[config.mk]
export PLATFORM = sky130hd
export DESIGN_NAME = pwr_mode_ctrl
export DESIGN_NICKNAME = d
export VERILOG_FILES = /design/src/rtl/pwr_pkg.sv /design/src/rtl/pwr_tick_gen.sv /design/src/rtl/pwr_edge_sync.sv /design/src/rtl/pwr_span_timer.sv /design/src/rtl/pwr_mode_ctrl.sv
export SDC_FILE = /design/constraint.sdc
export NUM_CORES = 1
export LEC_CHECK = 0
export BUFFER_PORTS_ARGS = -buffer_cell sky130_fd_sc_hd__buf_4
export CAP_MARGIN = 20
export CORE_MARGIN = 5
export CORE_UTILIZATION = 31
export CTS_BUF_LIST = sky130_fd_sc_hd__clkbuf_4 sky130_fd_sc_hd__clkbuf_8
export DETAILED_ROUTE_END_ITERATION = 7
export PLACE_DENSITY_LB_ADDON = 0.25
export SLEW_MARGIN = 40
export SYNTH_ARGS = -nofsm -noshare
export SYNTH_HDL_FRONTEND = slang
export SYNTH_SLANG_ARGS = --single-unit
export TNS_END_PERCENT = 50
[constraint.sdc]
create_clock -name clk -period 2.02 [get_ports clk]
set_clock_uncertainty 0.05 [all_clocks]
set_input_delay 0 -clock clk [delete_from_list [all_inputs] [get_ports clk]]
set_output_delay 0 -clock clk [all_outputs]
set_load 0.005 [all_outputs]
[src/rtl/pwr_pkg.sv]
package pwr_pkg;

   typedef enum logic [2:0] {
      S_BOOT   = 3'd0,
      S_NORM   = 3'd1,
      S_SLEEP  = 3'd2,
      S_SEND   = 3'd3,
      S_BUSSIG = 3'd4,
      S_HOLD   = 3'd5
   } pwr_state_t;

   localparam logic [1:0] MODE_NORMAL  = 2'd0;
   localparam logic [1:0] MODE_SLEEP   = 2'd1;
   localparam logic [1:0] MODE_STANDBY = 2'd2;
   localparam logic [1:0] MODE_BOOT    = 2'd3;

   function automatic int unsigned pw_max(input int unsigned a, input int unsigned b);
      return (a > b) ? a : b;
   endfunction

   function automatic int unsigned pw_bits(input int unsigned v);
      return (v < 2) ? 1 : $clog2(v + 1);
   endfunction

endpackage

[src/rtl/pwr_tick_gen.sv]
module pwr_tick_gen #(
   parameter int unsigned DIV = 16
) (
   input  logic clk,
   input  logic rst_n,
   output logic tick
);
   generate
      if (DIV <= 1) begin : g_pass
         assign tick = 1'b1;
      end else begin : g_div
         localparam int unsigned CW = pwr_pkg::pw_bits(DIV - 1);
         localparam logic [CW-1:0] LAST = CW'(DIV - 1);
         logic [CW-1:0] cnt;
         always_ff @(posedge clk or negedge rst_n) begin
            if (!rst_n)           cnt <= '0;
            else if (cnt == LAST) cnt <= '0;
            else                  cnt <= cnt + 1'b1;
         end
         assign tick = (cnt == LAST);
      end
   endgenerate
endmodule

[src/rtl/pwr_edge_sync.sv]
module pwr_edge_sync #(
   parameter int unsigned STAGES = 2
) (
   input  logic clk,
   input  logic rst_n,
   input  logic din,
   output logic any_edge
);
   logic [STAGES:0] pipe;
   always_ff @(posedge clk or negedge rst_n) begin
      if (!rst_n) pipe <= '0;
      else        pipe <= {pipe[STAGES-1:0], din};
   end
   assign any_edge = pipe[STAGES] ^ pipe[STAGES-1];
endmodule

[src/rtl/pwr_span_timer.sv]
module pwr_span_timer #(
   parameter int unsigned W     = 8,
   parameter int unsigned LIMIT = 100,
   parameter bit          WRAP  = 1'b0
) (
   input  logic         clk,
   input  logic         rst_n,
   input  logic         clr,
   input  logic         step,
   output logic [W-1:0] cnt
);
   localparam logic [W-1:0] TOP = W'(LIMIT);
   localparam logic [W-1:0] END = W'(LIMIT - 1);

   logic [W-1:0] cnt_inc;

   generate
      if (WRAP) begin : g_wrap
         assign cnt_inc = (cnt == END) ? '0 : cnt + 1'b1;
      end else begin : g_sat
         assign cnt_inc = (cnt == TOP) ? cnt : cnt + 1'b1;
      end
   endgenerate

   always_ff @(posedge clk or negedge rst_n) begin
      if (!rst_n)    cnt <= '0;
      else if (clr)  cnt <= '0;
      else if (step) cnt <= cnt_inc;
   end
endmodule

[src/rtl/pwr_mode_ctrl.sv]
module pwr_mode_ctrl
   import pwr_pkg::*;
#(
   parameter int unsigned TICK_DIV      = 1000,
   parameter int unsigned BOOT_TICKS    = 6,
   parameter int unsigned IDLE_TICKS    = 8000,
   parameter int unsigned POLL_TICKS    = 32,
   parameter int unsigned SNIFF_TICKS   = 1,
   parameter int unsigned SIG_MIN_TICKS = 1,
   parameter int unsigned SIG_MAX_TICKS = 150,
   parameter int unsigned SYNC_STAGES   = 2
) (
   input  logic       clk,
   input  logic       rst_n,
   input  logic       sleep_n,
   input  logic       wake_pin,
   input  logic       bus_wake_det,
   input  logic       bus_rx_strobe,
   input  logic       auto_sleep_n,
   input  logic       modem_hdo,
   input  logic       wake_done,
   output logic       inh,
   output logic       hdo,
   output logic       wake_req,
   output logic       sniff_en,
   output logic [1:0] pwr_mode
);
   localparam int unsigned TLIM = pw_max(BOOT_TICKS, SIG_MAX_TICKS);
   localparam int unsigned TW   = pw_bits(TLIM);
   localparam int unsigned IW   = pw_bits(IDLE_TICKS);
   localparam int unsigned PW   = pw_bits(POLL_TICKS);

   localparam logic [TW-1:0] BOOT_LAST = TW'(BOOT_TICKS - 1);
   localparam logic [TW-1:0] SIG_MIN   = TW'(SIG_MIN_TICKS);
   localparam logic [TW-1:0] SIG_MAX   = TW'(SIG_MAX_TICKS);
   localparam logic [IW-1:0] IDLE_LAST = IW'(IDLE_TICKS - 1);
   localparam logic [PW-1:0] SNIFF_AT  = PW'(POLL_TICKS - SNIFF_TICKS);

   pwr_state_t    state, state_nxt;
   logic          tick;
   logic          wake_edge;
   logic          sleep_q;
   logic          sleep_fall, sleep_rise;
   logic          idle_run, idle_exp;
   logic [TW-1:0] tcnt;
   logic [IW-1:0] icnt;
   logic [PW-1:0] pcnt;

   pwr_tick_gen #(.DIV(TICK_DIV)) u_tick (
      .clk  (clk),
      .rst_n(rst_n),
      .tick (tick)
   );

   pwr_edge_sync #(.STAGES(SYNC_STAGES)) u_wsync (
      .clk     (clk),
      .rst_n   (rst_n),
      .din     (wake_pin),
      .any_edge(wake_edge)
   );

   always_ff @(posedge clk or negedge rst_n) begin
      if (!rst_n) sleep_q <= 1'b1;
      else        sleep_q <= sleep_n;
   end
   assign sleep_fall = sleep_q & ~sleep_n;
   assign sleep_rise = ~sleep_q & sleep_n;

   // state time: cleared on every state change
   pwr_span_timer #(.W(TW), .LIMIT(TLIM), .WRAP(1'b0)) u_tstate (
      .clk  (clk),
      .rst_n(rst_n),
      .clr  (state_nxt != state),
      .step (tick),
      .cnt  (tcnt)
   );

   // idle time since last received bus data
   assign idle_run = (state == S_NORM) && !auto_sleep_n;
   pwr_span_timer #(.W(IW), .LIMIT(IDLE_TICKS), .WRAP(1'b0)) u_tidle (
      .clk  (clk),
      .rst_n(rst_n),
      .clr  (!idle_run || bus_rx_strobe),
      .step (tick),
      .cnt  (icnt)
   );
   assign idle_exp = idle_run && !bus_rx_strobe && tick && (icnt == IDLE_LAST);

   // polling phase while asleep
   pwr_span_timer #(.W(PW), .LIMIT(POLL_TICKS), .WRAP(1'b1)) u_tpoll (
      .clk  (clk),
      .rst_n(rst_n),
      .clr  (state != S_SLEEP),
      .step (tick),
      .cnt  (pcnt)
   );
   assign sniff_en = (state == S_SLEEP) && (pcnt >= SNIFF_AT);

   always_comb begin
      state_nxt = state;
      unique case (state)
         S_BOOT:   if (tick && tcnt == BOOT_LAST) state_nxt = S_NORM;
         S_NORM:   if (sleep_fall || idle_exp) state_nxt = S_SLEEP;
         S_SLEEP: begin
            if (sleep_rise || wake_edge)        state_nxt = S_SEND;
            else if (sniff_en && bus_wake_det)  state_nxt = S_BUSSIG;
         end
         S_SEND:   if (wake_done) state_nxt = sleep_n ? S_NORM : S_HOLD;
         S_BUSSIG: begin
            if (tcnt >= SIG_MIN && sleep_n) state_nxt = S_NORM;
            else if (tcnt >= SIG_MAX)       state_nxt = S_HOLD;
         end
         S_HOLD:   if (sleep_n) state_nxt = S_NORM;
         default:  state_nxt = S_BOOT;
      endcase
   end

   always_ff @(posedge clk or negedge rst_n) begin
      if (!rst_n) state <= S_BOOT;
      else        state <= state_nxt;
   end

   always_comb begin
      inh      = 1'b1;
      hdo      = 1'b1;
      wake_req = 1'b0;
      pwr_mode = MODE_STANDBY;
      unique case (state)
         S_BOOT:   pwr_mode = MODE_BOOT;
         S_NORM: begin
            pwr_mode = MODE_NORMAL;
            hdo      = modem_hdo;
         end
         S_SLEEP: begin
            pwr_mode = MODE_SLEEP;
            inh      = 1'b0;
         end
         S_SEND: begin
            wake_req = 1'b1;
            hdo      = 1'b0;
         end
         S_BUSSIG: hdo = 1'b0;
         default:  pwr_mode = MODE_STANDBY;
      endcase
   end
endmodule

# Word level (Yosys, flattened, before mapping)
# Cells that the tools add are included.
[word_totals] reg_bits=44 out_inout_bits=6 in_bits=9
[op_classes] reduce_logical=21 bitwise=5 add_sub_neg=4 n_lt_le_gt_ge=3 eq_ne=15 mux=24
[ops] op="2-to-1 mux 13 bit" count=3
[ops] op="2-to-1 mux 3 bit" count=9
[ops] op="equality test 13 bit (second input constant)" count=2
[ops] op="2-to-1 mux 8 bit" count=3
[ops] op="2-to-1 mux 6 bit" count=3
[ops] op="one-hot mux 3 bit (6 select lines)" count=1
[ops] op="adder 13 x 1 -> 13 bit (second input constant)" count=1
[ops] op="adder 10 x 1 -> 10 bit (second input constant)" count=1
[ops] op="equality test 10 bit (second input constant)" count=1
[ops] op="2-to-1 mux 10 bit" count=1
[ops] op="adder 8 x 1 -> 8 bit (second input constant)" count=1
[ops] op="equality test 8 x 3 -> 1 bit (second input constant)" count=1
[ops] op="equality test 8 bit (second input constant)" count=1
[ops] op=">= comparator 8 x 1 -> 1 bit (second input constant)" count=1
[ops] op=">= comparator 8 bit (second input constant)" count=1
[ops] op="logical AND 1 bit" count=8
[ops] op="adder 6 x 1 -> 6 bit (second input constant)" count=1
[ops] op="equality test 3 x 2 -> 1 bit (second input constant)" count=2
[ops] op="equality test 3 bit (second input constant)" count=2
[ops] op="equality test 6 x 5 -> 1 bit (second input constant)" count=1
[ops] op=">= comparator 6 x 5 -> 1 bit (second input constant)" count=1
[ops] op="one-hot mux 2 bit (3 select lines)" count=1
[ops] op="nonzero test 2 bit" count=3
[ops] op="inequality test 2 x 1 -> 1 bit (second input constant)" count=2
[ops] op="13 further kinds" count=21

# Longest topological paths before layout
# Gate-level depths: netlist (run 1).
[logic_depth] ltp_word=11 depth_mapped=8 depth_no_buf=8

# Modules after synthesis
# A second synthesis (run 1) with hierarchy kept.
[hier_totals] hier_cells=264 area_unflattened_um2=2591.2
[modules_own_cells] module="pwr_span_timer (u_tidle)" seq_area_each_um2=325.3 cells_each=80 n_inst=1 area_each_um2=780.7
[modules_own_cells] module="pwr_mode_ctrl" seq_area_each_um2=101.3 cells_each=61 n_inst=1 area_each_um2=485.5
[modules_own_cells] module="pwr_tick_gen" seq_area_each_um2=250.2 cells_each=43 n_inst=1 area_each_um2=483.0
[modules_own_cells] module="pwr_span_timer (u_tstate)" seq_area_each_um2=200.2 cells_each=45 n_inst=1 area_each_um2=445.4
[modules_own_cells] module="pwr_span_timer (u_tpoll)" seq_area_each_um2=150.1 cells_each=31 n_inst=1 area_each_um2=312.8
[modules_own_cells] module="pwr_edge_sync" seq_area_each_um2=75.1 cells_each=4 n_inst=1 area_each_um2=83.8

# Least setup slack after synthesis (run 1)
# OpenSTA, ideal clock, no wires.
[synth_timing] path_type="register to register" start="register u_tstate.cnt[1]" end="register u_tstate.cnt[0]" slack_ns=-0.212 arrival_time_ns=2.042 setup_ns=0.140 t_required_ns=1.830 path_stages_with_launch=9 period_less_slack_ns=2.232 path_cell_list="dfrtp_1 > inv_1 > ha_1 > nor4b_1 > nand2_1 > a211o_1 > a211oi_2 > mux2i_2 > nor3_1"
[synth_between] elab_chain_len=7 elab_cells_between_ends=15
[synth_rtl] item="start: declaration" line="pwr_span_timer.sv:10" text="output logic [W-1:0] cnt"
[synth_rtl] item="start signal: assignment" line="pwr_span_timer.sv:28" text="else if (step) cnt <= cnt_inc;"
[synth_rtl] item=">= comparator 8 bit, or another cell as far along" line="pwr_mode_ctrl.sv:111" text="else if (tcnt >= SIG_MAX) state_nxt = S_HOLD;"
[synth_rtl] item="2-to-1 mux 3 bit, or another cell as far along" line="pwr_mode_ctrl.sv:111"
[synth_rtl] item="2-to-1 mux 3 bit, on equally long branches" line="pwr_mode_ctrl.sv:110, pwr_mode_ctrl.sv:102"
[synth_rtl] item="one-hot mux 3 bit (6 select lines)" line="pwr_mode_ctrl.sv:101" text="unique case (state)"
[synth_rtl] item="inequality test 3 bit" line="pwr_mode_ctrl.sv:73" text=".clr (state_nxt != state),"
[synth_rtl] item="inequality test 2 x 1 -> 1 bit (no line) / nonzero test 2 bit (equally long branches)"
[synth_rtl] item="AND reduction 2 bit (no line)"
# Several ways; a longest one is shown, not always the timed one.
# A chain may end at the register's enable or synchronous reset.

# Worst setup path in the final report (run 1)
[layout_timing] start="register u_tstate.cnt[1]" end="register u_tstate.cnt[7]"
# The elaborated chain is that of the path after synthesis.

==> results of run 1 <==
-- flip-flops by register name, indices dropped and copies added, names as in the netlist --
signal and count:
sleep_q 1, u_tstate.cnt 8, u_tick.g_div.cnt 10, u_tpoll.cnt 6
u_wsync.pipe 3, u_tidle.cnt 13, state 3
-- metrics by stage --
step	std cells	hold slack, ns	utilization	power, W	setup slack [ns]
floorplan	255	-0.3456	-	0.001286	-0.06537
global placement	415	-0.007181	0.3961	0.001635	-0.1454
detailed placement	415	-0.007086	0.3961	0.001633	-0.2365
CTS	431	0.1241	0.4267	0.002463	-0.2120
global route	433	0.1552	0.4410	0.002585	-0.2677
finish	433	0.1171	0.4410	0.002448	-0.1725
-- cells in the mapped netlist, types with 5 or more instances --
master / instances / area share
nand4_1: 5 / 0.013
inv_1: 8 / 0.012
xnor2_1: 12 / 0.042
a21oi_1: 10 / 0.020
nand3_1: 20 / 0.040
nor3_1: 10 / 0.020
dfrtp_1: 43 / 0.43
nor2_1: 39 / 0.059
nand2_1: 22 / 0.033
and3_1: 6 / 0.015
ha_1: 8 / 0.040
xor2_1: 17 / 0.060
-- final timing paths --
check                                start              end  cells after the start
setup reg to reg           u_tstate.cnt[1]  u_tstate.cnt[7]                      9
max in group asynchronous            rst_n         state[1]                      2
min in group asynchronous            rst_n   u_tidle.cnt[3]                      2
setup / recovery           u_tstate.cnt[1]  u_tstate.cnt[7]                      9
hold / removal               bus_rx_strobe   u_tidle.cnt[3]                      5
hold reg to reg            u_wsync.pipe[0]  u_wsync.pipe[1]                      0
-- per-layer routing --
layer	part of all wire	up-vias	wire length, um	track usage
met5	0	-	0	0
met3	0.031	5	174	0.02034
met2	0.48	33	2682	0.1963
met4	0.014	0	80	0.03782
met1	0.47	979	2636	0.1571
li1	-	1040	-	-
-- cell families (layout without fill, tap and decap cells) --
group	count (synthesis)	in the layout	synth area share
simple gates	128	128	0.2657
fa+ha+maj	8	8	0.04041
compound gates	30	30	0.1096
buf+inv	13	89	0.02323
flops	44	44	0.4450
xor+xnor	29	29	0.1025
mux	3	3	0.01364
-- power by group through the flow --
stage	combinational (W)	clock (W)	sequential (W)
4_1_cts	0.000772	0.000742	0.000949
5_1_grt	0.000846	0.000785	0.000954
2_1_floorplan	0.000337	0	0.000949
3_3_place_gp	0.000667	0	0.000968
3_5_place_dp	0.000667	0	0.000966
6_report	0.000772	0.000725	0.000952
-- layout make-up --
type	instances	area, um2	area share
multi-input combinational	198	1460	0.4262
timing repair buffer	73	584.3	0.1706
clock inverter	2	38.79	0.01132
inverter	8	30.03	0.008766
tap	102	127.6	0.03725
sequential	44	1102	0.3218
clock buffer	6	82.58	0.02411
-- layout by cell type, fill, tap and decap left out, types with 5 or more instances in the layout --
master	Yosys	routed
a21oi_1	10	9
and3_1	6	6
buf_4	0	64
clkbuf_8	0	6
dfrtp_1	43	43
dlygate4sd3_1	0	5
ha_1	8	5
inv_1	8	7
nand2_1	22	21
nand3_1	20	20
nand4_1	5	5
nor2_1	39	38
nor3_1	10	6
nor3_2	1	5
xnor2_1	12	11
xor2_1	17	17
-- worst max-delay path, cell delays in order (launching register included) --
cell and delay, ns:
dfrtp_1 0.39, buf_6 0.12, ha_2 0.15, and4b_2 0.24
o311ai_4 0.26, o21ai_4 0.10, a211oi_4 0.28, mux2i_4 0.29
buf_12 0.15, nor3_1 0.04
-- repair_timing --
item | 4_1_cts | 5_1_grt
resized for setup | 8 | 17
setup endpoints to repair | 14 | 23
hold endpoints to repair | 46 | 0
hold buffers | 5 | 0
pin swaps | 5 | 13
buffers inserted | 3 | 2
==> out/results.txt, run 1 <==
Period minus WS final = 2.192 ns
Post-synth EDFFs = 0
Die Span X = 99.40 um
Outcome = finished, violations left
Row Count = 32
First-pass GRT wire length = 9570 um
DP HPWL = 3920 um
Final Cycle Share = 1.085
Largest net degree at the start of global routing = 45
Final setup viols = 11
Worst slew margin = 0.6162
WS Path Type = register to register
Lkg Pwr = 1.477 nW
Ys async rst share = 1.000
Final Wtd Congestion = 0.8291
Die height = 99.40 um
Clk root buf = clkbuf_8
Core area = 7767 um2
H-Tree Depth = 2
Die Footprint = 9879 um2
Dpl cell area = 3077 um2
Failing checks = negative setup slack
ANT nets after route = 0
DR iter-0 viols = 71
Setup_tns = -1.520 ns
Syn avg cell area = 9.715 um2
Sequential-to-total area share from yosys stat = 0.4449
Antenna cells = 0
Pint = 0.001694 W
Worst-Margin Slew = 0.5745 ns
Vias per inst = 4.751
Unrepaired setup endpoints after global routing = true
Fmax = 456.1 MHz
Hold Violations, Final = 0
Ys flop type = dfrtp_1
Flop pwr share = 0.389
Crit-path max FO = 8
Net count, final = 347
# fillers = 750
Yosys cell types = 51
Reg2reg setup slack = -0.17 ns
Final instance area = 3426 um2
Pre-Repair DR Iteration Count = 4
Drt total wl = 5574 um
Clk sink count = 44
Worst-Skew Late Latency = 0.30 ns
Syn. warnings = 0
Max-slew violation count = 0
Routed length per placed instance = 12.87 um
Final worst slack = -0.1725 ns
Net Sw Power = 0.0007544 W
Vias in the first global route = 2035
Worst min-delay path class = primary input to register
Crit. End Element = register
Max_cap viols = 0
Maximum vdd drop = 0.5350 mV
#FFs+latches synth = 44
Logic gate share of total power = 0.315
Critical path arrival = 2.33 ns
Critical Path RT = 2.15 ns
Detailed-route DRC error count = 0
CTS buffer count = 5
Switching Fraction = 0.3081
All-layer global routing usage = 0.1184
I/O Buffers = 14
Clock-pin slew on the worst setup and hold paths = 0.10 ns
Initial antenna violation count = 0
Syn_nets = 272
Initial core utilization = 0.3189
TritonCTS clock tree = done
Total gr overflow = 0
Clk pwr share = 0.296
Mapped cell area = 2477 um2
CP Launch Type = register
Vias post-DR = 2057
PD cells = 714.7 nW/um2
CTS Buffer Depth = 2
Syn Inst Count = 255
Area delta synth->final = 38.28%
Share of cells above drive strength 1 = 0.3293
# IOs = 15
(Power assumes the default switching activity.)
==> inputs of run 2 (changes only) <==
Settings changed: CORE_ASPECT_RATIO from default to 1.75.
==> run 2 against run 1 <==
The run still ends with negative setup slack left. Die area up 0.71%. Sequential power is 0.5% higher. Sequential share of layout area is 0.43 points lower. Sequential cell count unchanged. Global-route usage up 1.3 points. Clock power is 15% lower. Fmax is 0.32% higher. Clock-buffer cell count up 2. Critical endpoint is now u_tstate.cnt[1]. Highest routed layer unchanged.
==> out/results.txt, run 2 (same netlist as run 1, synthesis figures left out) <==
Failing checks = negative setup slack (unchanged)
Cell Chain, Critical Path = ha_2 > nand2_2 > or4_4 > buf_8 > a31oi_4 > buf_6 > mux2i_4 > nor3_4 (was buf_6 > ha_2 > and4b_2 > o311ai_4 > o21ai_4 > a211oi_4 > mux2i_4 > buf_12 > nor3_1)
Share of cells above drive strength 1 = 0.3524 (was 0.3293)
Detailed-route DRC error count = 0 (unchanged)
Worst min-delay path class = primary input to async pin (was primary input to register)
DR iter-0 viols = 105 (was 71)
Period minus WS final = 2.186 ns (was 2.192 ns)
Vias per inst = 5.081 (was 4.751)
# IOs = 15 (unchanged)
Clock-pin slew on the worst setup and hold paths = 0.08 ns (was 0.10 ns)
CTS buffer count = 5 (unchanged)
PD cells = 668.9 nW/um2 (was 714.7 nW/um2)
Worst r2r src = u_tick.g_div.cnt[0] (was u_tstate.cnt[1])
Max_cap viols = 0 (unchanged)
ANT nets after route = 0 (unchanged)
Core area = 7855 um2 (was 7767 um2)
WS Path Type = register to register (unchanged)
Total gr overflow = 0 (unchanged)
Die Footprint = 9950 um2 (was 9879 um2)
DP HPWL = 4519 um (was 3920 um)
Largest register FFs = 13 (unchanged)
Area delta synth->final = 40.15% (was 38.28%)
Clk pwr share = 0.266 (was 0.296)
Antenna cells = 0 (unchanged)
Slowest-stage cell, CP = or4_4 (was dfrtp_1)
Unrepaired setup endpoints after global routing = true (unchanged)
Commonest non-fill, non-tap cell in the layout = buf_4 (unchanged)
Final worst slack = -0.1655 ns (was -0.1725 ns)
Die height = 128.3 um (was 99.40 um)
Lkg Pwr = 1.498 nW (was 1.477 nW)
Drt total wl = 6122 um (was 5574 um)
Final Wtd Congestion = 0.8168 (was 0.8291)
Outcome = finished, violations left (unchanged)
Routed length per placed instance = 14.51 um (was 12.87 um)
Worst-Margin Slew = 0.6281 ns (was 0.5745 ns)
Pint = 0.001566 W (was 0.001694 W)
Most flop-heavy register = u_tidle.cnt (unchanged)
Final Cycle Share = 1.082 (was 1.085)
Critical Path RT = 2.16 ns (was 2.15 ns)
Pre-Repair DR Iteration Count = 7 (was 4)
Post-Route Utilization = 0.4420 (was 0.4410)
Clk sink count = 44 (unchanged)
TritonCTS clock tree = done (unchanged)
Fmax = 457.6 MHz (was 456.1 MHz)
Net count, final = 348 (was 347)
Final setup viols = 13 (was 11)
Crit-path max FO = 7 (was 8)
Worst-Skew Late Latency = 0.31 ns (was 0.30 ns)
Hold Violations, Final = 0 (unchanged)
Largest net degree at the start of global routing = 45 (unchanged)
CP Launch Type = register (unchanged)
First-pass GRT wire length = 10420 um (was 9570 um)
CP max stage delay = 0.52 ns (was 0.39 ns)
Switching Fraction = 0.3257 (was 0.3081)
Row Count = 43 (was 32)
Commonest cells after routing, fill and taps aside = buf_4, dfrtp_1, nor2_1, nand2_1, nand3_1 (unchanged)
Flop pwr share = 0.412 (was 0.389)
CTS Buffer Depth = 2 (unchanged)
I/O Buffers = 14 (unchanged)
Critical path buffers and inverters = 2 (unchanged)
CP startpoint = u_tick.g_div.cnt[0] (was u_tstate.cnt[1])
Initial core utilization = 0.3154 (was 0.3189)
WHS = 0.1746 ns (was 0.1171 ns)
Vias post-DR = 2144 (was 2057)
Logic gate share of total power = 0.323 (was 0.315)
H-Tree Depth = 2 (unchanged)
Initial antenna violation count = 0 (unchanged)
All-layer global routing usage = 0.1312 (was 0.1184)
Worst slew margin = 0.5804 (was 0.6162)
Cell family with most CP delay = simple AND/OR/NAND/NOR gates (was compound AO/OA/AOI/OAI gates)
Max-slew violation count = 0 (unchanged)
Critical path arrival = 2.33 ns (about the same)
Crit. End Element = register (unchanged)
Die Span X = 77.58 um (was 99.40 um)
Maximum vdd drop = 0.8671 mV (was 0.5350 mV)
Vias in the first global route = 2257 (was 2035)
Clk root buf = clkbuf_8 (unchanged)
Net Sw Power = 0.0007566 W (was 0.0007544 W)
Top Registers = u_tidle.cnt: 13 flops, u_tick.g_div.cnt: 10 flops, u_tstate.cnt: 8 flops (unchanged)
## run 2: cell types whose count changed in the layout (fill, tap and decap cells not counted), sizes merged
cell	before	now
clkinv	1	0
clkbuf	6	8
bufinv	1	0
buf	68	69
## run 2: area by class of cell
cell class | instances | area (um2)
Inverter | 8 | 30.03
Sequential cell | 44 | 1102
Fill cell | 750 | 4383
Multi-Input combinational cell | 198 | 1523
Tap cell | 90 | 112.6
Timing Repair Buffer | 74 | 606.8
Clock buffer | 8 | 97.59
## run 2: per-layer routing
layer,wire length (um),vias up,track usage
met5,0,-,0
met4,236,0,0.06781
met3,165,14,0.02391
met2,3434,29,0.2453
met1,2285,1060,0.1358
li1,-,1041,-
## run 2: worst paths after layout
kind / end / slack, ns / cells past startpoint
min in group clk: state[0] / 0.20 / 5
min reg2reg: u_wsync.pipe[1] / 0.31 / 0
min: u_tpoll.cnt[3] / 0.17 / 2
max in group asynchronous: u_tidle.cnt[11] / 1.34 / 2
max reg2reg: u_tstate.cnt[1] / -0.17 / 8
max: u_tstate.cnt[1] / -0.17 / 8
## run 2: what timing repair did
action                     in CTS  in global routing
hold buffers                    5                  0
resized for setup              15                 25
pin swaps                       1                  7
hold endpoints to repair       46                  0
cloned                          0                  0
setup buffers                   4                  3
setup endpoints to repair      17                 21
## run 2: power by group through the flow
stage / Sequential, W / Clock (W) / Combinational (W)
2_1_floorplan: 0.000949 / 0 / 0.000337
3_3_place_gp: 0.000973 / 0 / 0.000609
3_5_place_dp: 0.000973 / 0 / 0.000605
4_1_cts: 0.000955 / 0.000644 / 0.000722
5_1_grt: 0.000964 / 0.000682 / 0.000806
6_report: 0.000957 / 0.000617 / 0.000749
## run 2: metrics by stage
stage | power (W) | TNS, ns | instance area, um2 | worst slack (ns) | instances
3_3_place_gp | 0.001582 | -1.176 | 3054 | -0.1374 | 402
3_5_place_dp | 0.001578 | -1.833 | 3054 | -0.2239 | 402
4_1_cts | 0.002321 | -1.334 | 3316 | -0.1428 | 419
5_1_grt | 0.002452 | -3.433 | 3472 | -0.2557 | 422
6_report | 0.002323 | -1.537 | 3472 | -0.1655 | 422
2_1_floorplan | 0.001286 | -0.6005 | 2497 | -0.06537 | 255
